[src/rtl/ddr2_mrs_pkg.sv]
package ddr2_mrs_pkg;

  typedef enum logic [1:0] {
    MSEL_BASE = 2'd0,
    MSEL_EXT1 = 2'd1,
    MSEL_EXT2 = 2'd2,
    MSEL_EXT3 = 2'd3
  } msel_e;

  typedef struct packed {
    logic [3:0] bl_len;
    logic       burst_ilv;
    logic [2:0] cas_lat;
    logic [3:0] wr_cyc;
    logic       dll_reset;
    logic       pd_slow;
    logic       dll_off;
    logic       drv_half;
    logic [2:0] add_lat;
    logic [1:0] odt_sel;
    logic [2:0] ocd_ctl;
    logic       dqs_off;
  } mode_fields_t;

  localparam int unsigned WR_MIN = 2;
  localparam int unsigned WR_MAX = 8;

  // ceil(twr/tck), then clamped into the encodable recovery range
  function automatic int unsigned wr_round(input int unsigned twr_ps,
                                           input int unsigned tck_ps);
    int unsigned q;
    q = (twr_ps + tck_ps - 1) / tck_ps;
    if (q < WR_MIN) q = WR_MIN;
    if (q > WR_MAX) q = WR_MAX;
    return q;
  endfunction

  function automatic logic bl_legal(input logic [3:0] len);
    return (len == 4'd4) || (len == 4'd8);
  endfunction

  function automatic logic [2:0] bl_code(input logic [3:0] len);
    return (len == 4'd8) ? 3'b011 : 3'b010;
  endfunction

  function automatic logic cl_legal(input logic [2:0] lat);
    return lat >= 3'd3;
  endfunction

  function automatic logic wr_req_legal(input logic [3:0] cyc);
    return (cyc == 4'd0) || ((cyc >= 4'd2) && (cyc <= 4'd8));
  endfunction

endpackage

[src/rtl/mrs_field_pack.sv]
module mrs_field_pack
  import ddr2_mrs_pkg::*;
#(
  parameter int unsigned ADDR_W = 14,
  parameter int unsigned TWR_PS = 15000,
  parameter int unsigned TCK_PS = 4000
) (
  input  logic [1:0]        sel,
  input  mode_fields_t      fld,
  input  logic [ADDR_W-1:0] ext_bits,
  output logic [ADDR_W-1:0] addr_word,
  output logic              fields_ok
);
  localparam int unsigned WR_CYC_D  = wr_round(TWR_PS, TCK_PS);
  localparam logic [2:0]  WR_CODE_D = 3'(WR_CYC_D - 1);

  logic [2:0] wr_code;

  always_comb begin
    if (fld.wr_cyc == 4'd0) wr_code = WR_CODE_D;
    else                    wr_code = 3'(fld.wr_cyc - 4'd1);
  end

  always_comb begin
    addr_word = '0;
    fields_ok = 1'b1;
    unique case (msel_e'(sel))
      MSEL_BASE: begin
        fields_ok       = bl_legal(fld.bl_len) && cl_legal(fld.cas_lat) &&
                          wr_req_legal(fld.wr_cyc);
        addr_word[2:0]  = bl_code(fld.bl_len);
        addr_word[3]    = fld.burst_ilv;
        addr_word[6:4]  = fld.cas_lat;
        addr_word[7]    = 1'b0;
        addr_word[8]    = fld.dll_reset;
        addr_word[11:9] = wr_code;
        addr_word[12]   = fld.pd_slow;
      end
      MSEL_EXT1: begin
        addr_word[0]   = fld.dll_off;
        addr_word[1]   = fld.drv_half;
        addr_word[2]   = fld.odt_sel[0];
        addr_word[5:3] = fld.add_lat;
        addr_word[6]   = fld.odt_sel[1];
        addr_word[9:7] = fld.ocd_ctl;
        addr_word[10]  = fld.dqs_off;
      end
      default: begin
        addr_word = ext_bits;
      end
    endcase
  end

  always_comb begin
    if (fields_ok && (msel_e'(sel) == MSEL_BASE))
      a_wr_code_r5: assert (addr_word[11:9] != 3'b000);
  end

endmodule

[src/rtl/mrs_tmrd_timer.sv]
module mrs_tmrd_timer #(
  parameter int unsigned TMRD_CK = 4
) (
  input  logic clk,
  input  logic rst_n,
  input  logic load,
  output logic busy
);
  localparam int unsigned CNT_W = (TMRD_CK < 2) ? 1 : $clog2(TMRD_CK + 1);
  localparam logic [CNT_W-1:0] LOAD_V = CNT_W'(TMRD_CK - 1);

  logic [CNT_W-1:0] cnt_q;

  always_ff @(posedge clk or negedge rst_n) begin
    if (!rst_n)              cnt_q <= '0;
    else if (load)           cnt_q <= LOAD_V;
    else if (cnt_q != '0)    cnt_q <= cnt_q - 1'b1;
  end

  assign busy = (cnt_q != '0);

  // the admission logic never loads while a window is still open
  p_load_when_free_r10: assert property (@(posedge clk) disable iff (!rst_n)
    load |-> (cnt_q == '0));

endmodule

[src/rtl/mrs_cmd_out.sv]
module mrs_cmd_out #(
  parameter int unsigned ADDR_W  = 14,
  parameter int unsigned BA_W    = 3,
  parameter int unsigned TMRD_CK = 4
) (
  input  logic              clk,
  input  logic              rst_n,
  input  logic              fire,
  input  logic              refuse,
  input  logic [1:0]        sel,
  input  logic [ADDR_W-1:0] addr_word,
  input  logic              busy,
  output logic              cs_n,
  output logic              ras_n,
  output logic              cas_n,
  output logic              we_n,
  output logic [BA_W-1:0]   ba,
  output logic [ADDR_W-1:0] addr,
  output logic              err
);
  localparam int unsigned GAP_W = $clog2(TMRD_CK + 1) + 1;
  localparam logic [GAP_W-1:0] GAP_MIN = GAP_W'(TMRD_CK);

  always_ff @(posedge clk or negedge rst_n) begin
    if (!rst_n) begin
      cs_n  <= 1'b0;
      ras_n <= 1'b1;
      cas_n <= 1'b1;
      we_n  <= 1'b1;
      ba    <= '0;
      addr  <= '0;
      err   <= 1'b0;
    end else begin
      err   <= refuse;
      cs_n  <= 1'b0;
      ras_n <= ~fire;
      cas_n <= ~fire;
      we_n  <= ~fire;
      ba    <= fire ? BA_W'(sel) : '0;
      addr  <= fire ? addr_word : '0;
    end
  end

  logic is_load;
  assign is_load = !cs_n && !ras_n && !cas_n && !we_n;

  // checker counter: cycles since the previous load command
  logic [GAP_W-1:0] since_q;
  always_ff @(posedge clk or negedge rst_n) begin
    if (!rst_n)                 since_q <= GAP_MIN;
    else if (is_load)           since_q <= GAP_W'(1);
    else if (since_q < GAP_MIN) since_q <= since_q + 1'b1;
  end

  p_gap_r10: assert property (@(posedge clk) disable iff (!rst_n)
    is_load |-> (since_q >= GAP_MIN));

  p_ba_top_zero_r2: assert property (@(posedge clk) disable iff (!rst_n)
    is_load |-> (ba[BA_W-1:2] == '0));

  generate
    if (TMRD_CK > 1) begin : g_busy_chk
      p_busy_in_cmd_r10: assert property (@(posedge clk) disable iff (!rst_n)
        is_load |-> busy);
    end
  endgenerate

endmodule

[src/rtl/ddr2_mrs_seq.sv]
module ddr2_mrs_seq
  import ddr2_mrs_pkg::*;
#(
  parameter int unsigned ADDR_W  = 14,
  parameter int unsigned BA_W    = 3,
  parameter int unsigned TMRD_CK = 4,
  parameter int unsigned TWR_PS  = 15000,
  parameter int unsigned TCK_PS  = 4000
) (
  input  logic              clk,
  input  logic              rst_n,
  input  logic              req_valid,
  input  logic [1:0]        req_sel,
  input  logic              banks_idle,
  input  logic              cke_on,
  input  logic [3:0]        bl_len,
  input  logic              burst_ilv,
  input  logic [2:0]        cas_lat,
  input  logic [3:0]        wr_cyc,
  input  logic              dll_reset,
  input  logic              pd_slow,
  input  logic              dll_off,
  input  logic              drv_half,
  input  logic [2:0]        add_lat,
  input  logic [1:0]        odt_sel,
  input  logic [2:0]        ocd_ctl,
  input  logic              dqs_off,
  input  logic [ADDR_W-1:0] ext_bits,
  output logic              cs_n,
  output logic              ras_n,
  output logic              cas_n,
  output logic              we_n,
  output logic [BA_W-1:0]   ba,
  output logic [ADDR_W-1:0] addr,
  output logic              err
  ,output logic             busy
);
  mode_fields_t      fld;
  logic [ADDR_W-1:0] addr_word;
  logic              fields_ok;
  logic              take_evt;
  logic              dram_ready;
  logic              accept_evt;
  logic              reject_evt;

  assign fld = '{bl_len: bl_len, burst_ilv: burst_ilv, cas_lat: cas_lat,
                 wr_cyc: wr_cyc, dll_reset: dll_reset, pd_slow: pd_slow,
                 dll_off: dll_off, drv_half: drv_half, add_lat: add_lat,
                 odt_sel: odt_sel, ocd_ctl: ocd_ctl, dqs_off: dqs_off};

  mrs_field_pack #(.ADDR_W(ADDR_W), .TWR_PS(TWR_PS), .TCK_PS(TCK_PS)) u_pack (
    .sel(req_sel), .fld(fld), .ext_bits(ext_bits),
    .addr_word(addr_word), .fields_ok(fields_ok)
  );

  // admission: a request counts only when no window is open
  assign take_evt   = req_valid && !busy;
  assign dram_ready = banks_idle && cke_on;
  assign accept_evt = take_evt && dram_ready && fields_ok;
  assign reject_evt = take_evt && !(dram_ready && fields_ok);

  mrs_tmrd_timer #(.TMRD_CK(TMRD_CK)) u_timer (
    .clk(clk), .rst_n(rst_n), .load(accept_evt), .busy(busy)
  );

  mrs_cmd_out #(.ADDR_W(ADDR_W), .BA_W(BA_W), .TMRD_CK(TMRD_CK)) u_out (
    .clk(clk), .rst_n(rst_n), .fire(accept_evt), .refuse(reject_evt),
    .sel(req_sel), .addr_word(addr_word), .busy(busy),
    .cs_n(cs_n), .ras_n(ras_n), .cas_n(cas_n), .we_n(we_n),
    .ba(ba), .addr(addr), .err(err)
  );

  logic load_seen;
  assign load_seen = !cs_n && !ras_n && !cas_n && !we_n;

  p_cmd_when_ready_r8: assert property (@(posedge clk) disable iff (!rst_n)
    load_seen |-> $past(banks_idle && cke_on));

  p_err_is_nop_r9: assert property (@(posedge clk) disable iff (!rst_n)
    err |-> (!cs_n && ras_n && cas_n && we_n && !busy));

  p_err_from_req_r9: assert property (@(posedge clk) disable iff (!rst_n)
    err |-> $past(req_valid));

  p_base_legal_r4: assert property (@(posedge clk) disable iff (!rst_n)
    (load_seen && ba[1:0] == 2'b00) |->
      ((addr[2:0] == 3'b010 || addr[2:0] == 3'b011) && addr[6:4] >= 3'd3 &&
       addr[11:9] != 3'b000 && !addr[7]));

endmodule

[config.mk]
export PLATFORM = sky130hd
export DESIGN_NAME = ddr2_mrs_seq
export DESIGN_NICKNAME = d
export VERILOG_FILES = /design/src/rtl/ddr2_mrs_pkg.sv /design/src/rtl/mrs_field_pack.sv /design/src/rtl/mrs_tmrd_timer.sv /design/src/rtl/mrs_cmd_out.sv /design/src/rtl/ddr2_mrs_seq.sv
export SDC_FILE = /design/constraint.sdc
export NUM_CORES = 1
export LEC_CHECK = 0
export BUFFER_PORTS_ARGS = -buffer_cell sky130_fd_sc_hd__buf_2
export CORE_ASPECT_RATIO = 1.5
export CORE_MARGIN = 3
export CORE_UTILIZATION = 25
export CTS_CLUSTER_DIAMETER = 80
export CTS_CLUSTER_SIZE = 20
export DETAILED_ROUTE_END_ITERATION = 10
export HOLD_SLACK_MARGIN = 0.12
export REMOVE_ABC_BUFFERS = 1
export SLEW_MARGIN = 25
export SYNTH_ARGS = -nofsm -noshare
export SYNTH_HDL_FRONTEND = slang
export SYNTH_SLANG_ARGS = --single-unit
export TNS_END_PERCENT = 100
[constraint.sdc]
create_clock -name clk -period 2.75 [get_ports clk]
set_clock_uncertainty 0.15 [all_clocks]
set_input_delay 0.1375 -clock clk [delete_from_list [all_inputs] [get_ports clk]]
set_output_delay 0.1375 -clock clk [all_outputs]
set_load 0.01 [all_outputs]
==> reports/results.ini, run 1 <==
[status]
status = completed

[timing]
period_share_pct = 91.5
setup_violations = 0
slew_viol_final = 0
finalHoldViolCount = 0
rsz0062_at_grt = no
setup_ws_ns = 0.234
fmax_mhz = 397
fin_setup_tns_ns = 0
period_needed_ns = 2.52

[worst_setup_path]
crit_required_ns = 2.80
crit_type = flip-flop to flip-flop
start_kind = flip-flop
crit_buf_inv = 2
ff2ff_path_depth = 7
slowest_delay_ns = 0.57
critPathTopFamily = simple AND/OR/NAND/NOR gates
reg2reg_to = u_out.addr[0]$_DFF_PN0_
worstPathMaxFanout = 11
cp_slowest_cell = dlygate4sd3_1
crit_top_cell = ha_1
cp_cell_sequence = inv_1 -> ha_1 -> ha_1 -> nand2_1 -> nand4b_1 -> nor3_2 -> dlygate4sd3_1
critical_path_arrival_ns = 2.57
cp-end-kind = flip-flop
r2r_start = u_timer.cnt_q[0]$_DFFE_PN0P_
r2r_slack_ns = 0.23

[floorplanning]
core_area_mm2 = 0.00406
fp-row-count = 28
start_util_pct = 26.7
die_w_um = 59.8
die_h_um = 86.7
die-area_mm2 = 0.00518
pin_count = 69

[synth]
synth_top_area_cell = dfrtp_1
synth-adder-area-share_pct = 4.61
ys_async_sr_fraction_pct = 100
synth-xor-area-share_pct = 1.61
synth_edf_count = 0
synth_top_family_by_area = simple AND/OR/NAND/NOR gates
yosys_warnings = 0
post-synth-top-count-cell = nor2_1
synth_ff_type = dfrtp_1
synth_seq_cells = 21
synth_cells = 117
synth_compound_area_share_pct = 15.1
synth_common_cells = 23 x nor2_1, 20 x dfrtp_1, 12 x inv_1
ys_seq_area_share_pct = 48.6
yosysTopAreaCellShare_pct = 46.1
syn_avg_cell_area_um2 = 9.27
synth.distinct_cells = 32
netlist_area_mm2 = 0.00108
synthTopCellsByArea = dfrtp_1 46%, nor2_1 8.0%, ha_1 4.6%
muxShareOfSynthArea_pct = 4.61
synthSimpleGateAreaFrac_pct = 15.6

[placed_design]
hpwl_um = 2240
port_buffers = 66
place_ws_ns = 0.551
gp_congestion = 0.723

[worst_hold_path]
hold_depth = 5
holdPathEnd = u_out.addr[3]$_DFF_PN0_
min_from = burst_ilv
hold_class = primary input to flip-flop

[clocking]
cts_made_buffers = 3
htree_num_levels = 1
cts_root_buf = clkbuf_8
cts_sinks = 21
path_clk_slew_ns = 0.07
cts_tree = yes
insertion_delay_ns = 0.26
cts_buffer_depth = 2

[global_routing]
overflow = 0
antenna_found_initial = 0
grt_first_pass_wirelength_um = 4790
grt_usage_pct = 12.2
grt_max_degree = 25
grt_pass1_vias = 1085

[pwr]
leakage_nw = 0.935
ir_drop_uv = 238
power.density_mw_per_mm2 = 469

[layout]
postLayoutCoreUtil_pct = 42.1
antennaDiodeCount = 0
areaGrowthSynthToFinish_pct = 57.6
finalNetCount = 254
drive_above_1_share_pct = 36.5

[drt]
vias = 1096
drtIter0Drc = 30
drtPass1Iterations = 7
postRouteAntennaNets = 0
routed_wl_um = 3090
avgViaCountPerCell = 4.42
wl_per_cell_um = 12.4
drc = 0

[job]
drv_cap = 0

[cell type report]
class                           instances  area [µm²]
Fill cell                             414        2350
Clock buffer                            4        45.0
Timing Repair Buffer                   91         578
Tap cell                               45        56.3
Sequential cell                        21         527
Inverter                               12        45.0
Multi-Input combinational cell         75         458
[state kept, by name, summed over array words and instances, names as in the netlist]
signal         count
u_out.we_n         1
u_out.ba           2
u_out.err          1
u_out.addr        14
u_timer.cnt_q      3
[what timing repair did]
action                                 in CTS  in global routing
endpoints found under the hold margin      36                  0
hold buffers                               24                  0
gates resized for setup                     0                  0
setup buffers                               0                  0
[layout by cell type, fill, tap and decap left out, types with 2 or more instances in the layout]
| cell type | instances |
|---|---|
| buf_2 | 66 |
| dlygate4sd3_1 | 24 |
| nor2_1 | 23 |
| dfrtp_1 | 20 |
| inv_1 | 12 |
| nand2_1 | 9 |
| a21oi_1 | 8 |
| mux2i_1 | 5 |
| ha_1 | 4 |
| a22oi_1 | 3 |
| o21ai_0 | 3 |
| clkbuf_8 | 3 |
| conb_1 | 2 |
[worst min-delay path: cells and delay by family]
family	cells	cell delay (ns)
AO/OA/AOI/OAI	1	0.05
buffers and inverters	1	0.07
multiplexers	1	0.05
AND/OR/NAND/NOR	2	0.18
[worst max path at each step]
stage / from / end / slack, ns / cells after the start
6_report: u_timer.cnt_q[0]$_DFFE_PN0P_ / u_out.addr[0]$_DFF_PN0_ / 0.23 / 7
4_1_cts: u_timer.cnt_q[0]$_DFFE_PN0P_ / u_out.addr[0]$_DFF_PN0_ / 0.22 / 7
3_5_place_dp: u_timer.cnt_q[0]$_DFFE_PN0P_ / u_out.addr[1]$_DFF_PN0_ / 0.55 / 7
3_3_place_gp: u_timer.cnt_q[0]$_DFFE_PN0P_ / u_out.addr[1]$_DFF_PN0_ / 0.65 / 7
5_1_grt: u_timer.cnt_q[0]$_DFFE_PN0P_ / u_out.addr[0]$_DFF_PN0_ / 0.04 / 7
2_1_floorplan: u_timer.cnt_q[0]$_DFFE_PN0P_ / u_timer.cnt_q[2]$_DFFE_PN0P_ / 0.73 / 6
[stage by stage]
step	cells	power [mW]	area, µm²	hold WS [ns]
5_1_grt	248	0.868	1710	0.141
2_1_floorplan	108	0.489	1030	-0.308
3_5_place_dp	220	0.581	1420	-0.0395
4_1_cts	248	0.807	1710	0.128
6_report	248	0.802	1710	0.126
3_3_place_gp	220	0.575	1420	-0.0424
[layer usage]
metal	wire length (µm)	vias to the layer above	GRT usage, %
met5	0	-	0
met4	81	0	6.85
met1	1260	486	15.4
met2	1540	51	19.1
li1	-	552	-
met3	209	7	2.09
[power breakdown]
| part | total (mW) | switching [mW] | internal (mW) |
|---|---|---|---|
| clock | 0.200 | 0.0966 | 0.103 |
| combinational | 0.245 | 0.119 | 0.126 |
| sequential | 0.357 | 0.0145 | 0.342 |
| total | 0.802 | 0.231 | 0.571 |
[cells by family after synthesis]
group                      Yosys count
AOI/OAI and AO/OA                   23
adders and majority gates            4
buffers and inverters               22
xor gates and xnor gates             2
and+or+nand+nor                     39
other                                1
muxes                                5
DFF                                 21
No activity file was read; power rests on OpenSTA's default activity.
==> run 2: changes to the inputs <==
ABC_AREA = 1   (was default)
==> run 2 against run 1 <==
Count of clock-buffer cells in the layout unchanged. Clock power down 4%. Final cell count increased by 8.5%. Sequential cell count stayed put. Fmax shrank 1.2%. Synthesized cell count increased by 10%. Largest power group unchanged.
==> reports/results.ini, run 2 <==
[status]
status = completed

[global_routing]
antenna_found_initial = 0
grt_first_pass_wirelength_um = 4630
grt_max_degree = 22
grt_pass1_vias = 1126
grt_usage_pct = 11.8
overflow = 0

[synth]
ys_async_sr_fraction_pct = 100
post-synth-top-count-cell = nor2_1
synthTopCellsByArea = dfrtp_1 46%, nor2_1 9.3%, nand2_1 6.9%
synth_compound_area_share_pct = 11.2
synth_top_family_by_area = simple AND/OR/NAND/NOR gates
synthSimpleGateAreaFrac_pct = 21.0
synth_ff_type = dfrtp_1
synth_top_area_cell = dfrtp_1
synth.distinct_cells = 23
synth_seq_cells = 21
yosys_warnings = 0
ys_seq_area_share_pct = 48.3
muxShareOfSynthArea_pct = 0
synth_cells = 129
synth-adder-area-share_pct = 4.59
netlist_area_mm2 = 0.00109
yosysTopAreaCellShare_pct = 45.9
syn_avg_cell_area_um2 = 8.46
synth-xor-area-share_pct = 1.61
synth_common_cells = 27 x nor2_1, 20 x dfrtp_1, 20 x nand2_1
synth_edf_count = 0

[timing]
slew_viol_final = 0
fin_hold_ws_ns = 0.161
rsz0062_at_grt = no
finalHoldViolCount = 0
fin_setup_tns_ns = 0
worst_pin_slew_ns = 0.758
relSlewSlack_pct = 49.3
setup_violations = 0
fmax_mhz = 392
period_share_pct = 92.7
period_needed_ns = 2.55

[clocking]
insertion_delay_ns = 0.25
cts_tree = yes
post_cts_resized = 0
path_clk_slew_ns = 0.07
cts_made_buffers = 3
postCtsSetupBuffers = 0
cts_root_buf = clkbuf_8
htree_num_levels = 1
cts_buffer_depth = 2
cts_sinks = 21

[placed_design]
hpwl_um = 2130
gp_congestion = 0.708
port_buffers = 66

[layout]
largest_reg_flops = 14
final_common_cell = buf_2
final_cell_mix = 66 x buf_2, 32 x dlygate4sd3_1, 27 x nor2_1, 20 x nand2_1, 20 x dfrtp_1
areaGrowthSynthToFinish_pct = 63.5
drive_above_1_share_pct = 33.9
regMostFlops = u_out.addr
finalNetCount = 275
antennaDiodeCount = 0
reg_top3 = u_out.addr (14), u_timer.cnt_q (3), u_out.ba (2)

[drt]
routed_wl_um = 2870
avgViaCountPerCell = 4.25
postRouteAntennaNets = 0
wl_per_cell_um = 10.7
drtIter0Drc = 19
drtPass1Iterations = 4
drc = 0
vias = 1142

[floorplanning]
start_util_pct = 26.8
die-area_mm2 = 0.00521
fp-row-count = 28
pin_count = 69
die_w_um = 59.9
core_area_mm2 = 0.00406
die_h_um = 86.9

[worst_setup_path]
crit_type = primary input to flip-flop
crit_top_cell = dlygate4sd3_1
cp_slowest_cell = dlygate4sd3_1
worstPathMaxFanout = 7
slowest_delay_ns = 0.57
critPathTopFamily = buffers and inverters
cp_cell_sequence = dlygate4sd3_1 -> buf_2 -> inv_1 -> nand2_4 -> inv_2 -> nand2_1 -> nor3b_1 -> dlygate4sd3_1 -> nor2_1 -> dlygate4sd3_1 -> nor2_1
r2r_slack_ns = 0.93
start_kind = primary input
critical_path_arrival_ns = 2.58
crit_required_ns = 2.78
cp-end-kind = flip-flop
crit_buf_inv = 6

[pwr]
power.density_mw_per_mm2 = 463
leakage_nw = 1.03
ir_drop_uv = 234

[job]
drv_cap = 0

[worst_hold_path]
hold_class = primary input to flip-flop

-- run 2: cell types whose count changed in the layout (fill, tap and decap cells not counted), moves of 3 or more --
cell,delta
a21oi_1,-3
a221oi_1,+4
a22o_1,+4
dlygate4sd3_1,+8
inv_1,+7
mux2i_1,-5
nand2_1,+11
nand3_1,+3
nor2_1,+4
-- run 2: power by group --
part           internal [mW]  switching [mW]
sequential             0.343          0.0143
combinational          0.144           0.133
clock                  0.103          0.0896
-- run 2: worst min-delay path: stages --
cell    delay (ns)
buf_2         0.20
inv_2         0.13
nor2_1        0.06
-- run 2: routing by layer --
metal	GRT usage (%)	share of wire, %	up-vias
li1	-	-	586
met1	12.7	37	509
met2	21.7	54	45
met3	1.04	6.9	2
met4	6.05	1.4	0
met5	0	0	-
-- run 2: per-stage QoR --
stage | cell area, µm² | setup WS (ns) | total power [mW] | instances | utilization [%]
after floorplan | 1030 | 1.18 | 0.508 | 122 | -
after global placement | 1420 | 1.04 | 0.592 | 233 | 34.9
after detailed placement | 1420 | 0.983 | 0.600 | 233 | 34.9
after CTS | 1780 | 0.239 | 0.842 | 269 | 43.9
after global routing | 1780 | 0.0188 | 0.893 | 269 | 43.9
final | 1780 | 0.202 | 0.826 | 269 | 43.9
-- run 2: worst paths after layout --
path                                         startpoint                            to  depth (start not counted)
setup / recovery                             req_sel[0]       u_out.addr[0]$_DFF_PN0_                         11
hold / removal                               req_sel[1]         u_out.ba[1]$_DFF_PN0_                          3
setup reg to reg           u_timer.cnt_q[0]$_DFFE_PN0P_           u_out.err$_DFF_PN0_                          6
hold reg to reg            u_timer.cnt_q[0]$_DFFE_PN0P_  u_timer.cnt_q[0]$_DFFE_PN0P_                          2
max in group asynchronous                         rst_n          u_out.we_n$_DFF_PN1_                          2
min in group asynchronous                         rst_n         u_out.ba[0]$_DFF_PN0_                          2
-- run 2: area by class of cell --
class                   count  area, µm²
clock buffers               4       45.0
repair buffers             98        651
flip-flops and latches     21        527
well taps                  45       56.3
multi-input cells          80        427
inverters                  21       78.8
fillers                   410       2280
-- run 2: kinds of logic (layout without fill, tap and decap cells) --
family / count (synthesis) / in the layout
and+or+nand+nor: 55 / 55
AOI/OAI and AO/OA: 17 / 17
buffers and inverters: 29 / 123
xor gates and xnor gates: 2 / 2
adders and majority gates: 4 / 4
DFF: 21 / 21
other: 1 / 2
-- run 2: repair_timing --
item                                    4_1_cts  5_1_grt
hold buffers                                 32        0
endpoints found under the setup margin        0        0
endpoints found under the hold margin        37        0
==> run 3: changes to the inputs <==
CORE_MARGIN = default   (was 3)
SKIP_LAST_GASP = 1   (was default)
==> run 3 against run 2 <==
Design area grew 0.14%. Final cell count grew 0.37%. Combinational power is essentially flat. Sequential share of layout area is essentially flat. Count of clock-buffer cells in the layout shrank 1. Sequential cell count is the same. Non-clock buffer count is the same. Register-to-register slack lost 0.03 ns. Setup slack gained 0.019 ns. Utilization shrank 1.5 points. Hold slack lost 0.024 ns. First-iteration DRC count shrank 26%. Critical endpoint unchanged. Largest cell class unchanged. Largest power group unchanged.
==> reports/results.ini, run 3 (synthesized netlist as in run 2, its figures left out) <==
[pwr]
internal_power_mw = 0.587
power.total_mw = 0.833
leakage_nw = 1.03
p_sw_share_pct = 29.5
power.share.sequential_pct = 42.8
p_sw_mw = 0.246
power.density_mw_per_mm2 = 466
clockPowerShare_pct = 24.1
ir_drop_uv = 247
pwr-share-comb_pct = 33.1

[floorplanning]
die-area_mm2 = 0.00464
fp-row-count = 29
core_area_mm2 = 0.00421
start_util_pct = 25.9
die_w_um = 55.9
die_h_um = 82.9
pin_count = 69

[layout]
finalNetCount = 275
design_area_mm2 = 0.00179
drive_above_1_share_pct = 34.4
antennaDiodeCount = 0
largest_reg_flops = 14
regMostFlops = u_out.addr
areaGrowthSynthToFinish_pct = 63.8
reg_top3 = u_out.addr (14), u_timer.cnt_q (3), u_out.ba (2)
nFillCells = 437
final_common_cell = buf_2
final_cell_mix = 66 x buf_2, 32 x dlygate4sd3_1, 27 x nor2_1, 20 x nand2_1, 20 x dfrtp_1

[drt]
routed_wl_um = 2840
wl_per_cell_um = 10.5
drtPass1Iterations = 4
drtIter0Drc = 14
vias = 1134
avgViaCountPerCell = 4.20
postRouteAntennaNets = 0
drc = 0

[global_routing]
grt.busiest_layer = met2
overflow = 0
grtUsageMet1_pct = 15.3
grt_pass1_vias = 1148
use_met3_pct = 1.71
grt_usage_pct = 13.4
grt_use_met2_pct = 23.9
antenna_found_initial = 0
grt_first_pass_wirelength_um = 4930
grt_max_degree = 22

[clocking]
cts_tree = yes
postCtsSetupBuffers = 0
cts_buffer_depth = 2
cts_sinks = 21
cts_made_buffers = 3
cts_hold_buf = 32
post_cts_resized = 0
cts_root_buf = clkbuf_8
path_clk_slew_ns = 0.08
insertion_delay_ns = 0.26
htree_num_levels = 1

[worst_setup_path]
cp-end-kind = flip-flop
critical_path_arrival_ns = 2.56
crit_required_ns = 2.79
crit_type = primary input to flip-flop
worstPathMaxFanout = 7
start_kind = primary input

[timing]
worst_pin_slew_ns = 0.750
fin_setup_tns_ns = 0
rsz0062_at_grt = no
finalHoldViolCount = 0
slew_viol_final = 0
setup_violations = 0
fmax_mhz = 395
period_needed_ns = 2.53
relSlewSlack_pct = 49.8
period_share_pct = 92.0

[placed_design]
dpl-instance-area_mm2 = 0.00142
hpwl_um = 2030
port_buffers = 66
gp_congestion = 0.718

[status]
status = completed

[worst_hold_path]
hold_class = primary input to flip-flop

[job]
drv_cap = 0

-- run 3: final timing paths --
path	end	cells past startpoint	slack, ns	start
max	u_out.addr[0]$_DFF_PN0_	11	0.22	req_sel[0]
min	u_out.ba[1]$_DFF_PN0_	3	0.14	req_sel[1]
max reg2reg	u_out.err$_DFF_PN0_	6	0.90	u_timer.cnt_q[0]$_DFFE_PN0P_
min reg2reg	u_timer.cnt_q[1]$_DFFE_PN0P_	2	0.34	u_timer.cnt_q[1]$_DFFE_PN0P_
max in group asynchronous	u_out.we_n$_DFF_PN1_	2	1.90	rst_n
min in group asynchronous	u_out.addr[1]$_DFF_PN0_	2	0.20	rst_n
-- run 3: power groups by stage --
stage	Combinational [mW]	Sequential [mW]	Clock, mW
final	0.276	0.357	0.201
after global routing	0.320	0.361	0.222
after CTS	0.280	0.357	0.207
after detailed placement	0.236	0.362	0
after global placement	0.230	0.361	0
after floorplan	0.143	0.365	0
-- run 3: metrics by stage --
stage	hold slack (ns)	setup WS [ns]	utilization, %	std cells
floorplan	-0.308	1.18	-	122
global placement	-0.0418	1.04	33.7	234
detailed placement	-0.0381	0.956	33.7	234
CTS	0.135	0.201	42.4	270
global route	0.171	0.0454	42.4	270
finish	0.138	0.221	42.4	270
-- run 3: critical path: stages --
cell           delay [ns]
dlygate4sd3_1        0.52
buf_2                0.11
inv_1                0.12
nand2_4              0.10
inv_2                0.11
nand2_1              0.06
nor3b_1              0.16
dlygate4sd3_1        0.57
nor2_1               0.03
dlygate4sd3_1        0.54
nor2_1               0.10
-- run 3: metal layers --
layer	wire length [µm]	vias to the layer above
li1	-	584
met1	1100	494
met2	1480	49
met3	171	7
met4	86	0
met5	0	-
-- run 3: final cells by class --
type	count	area (µm²)	share of cell area, %
clock buffers	3	41.3	2.31
clock inverters	1	5.00	0.280
inverters	21	78.8	4.41
multi-input cells	80	427	23.9
flip-flops and latches	21	527	29.5
well taps	46	57.6	3.22
repair buffers	98	651	36.4
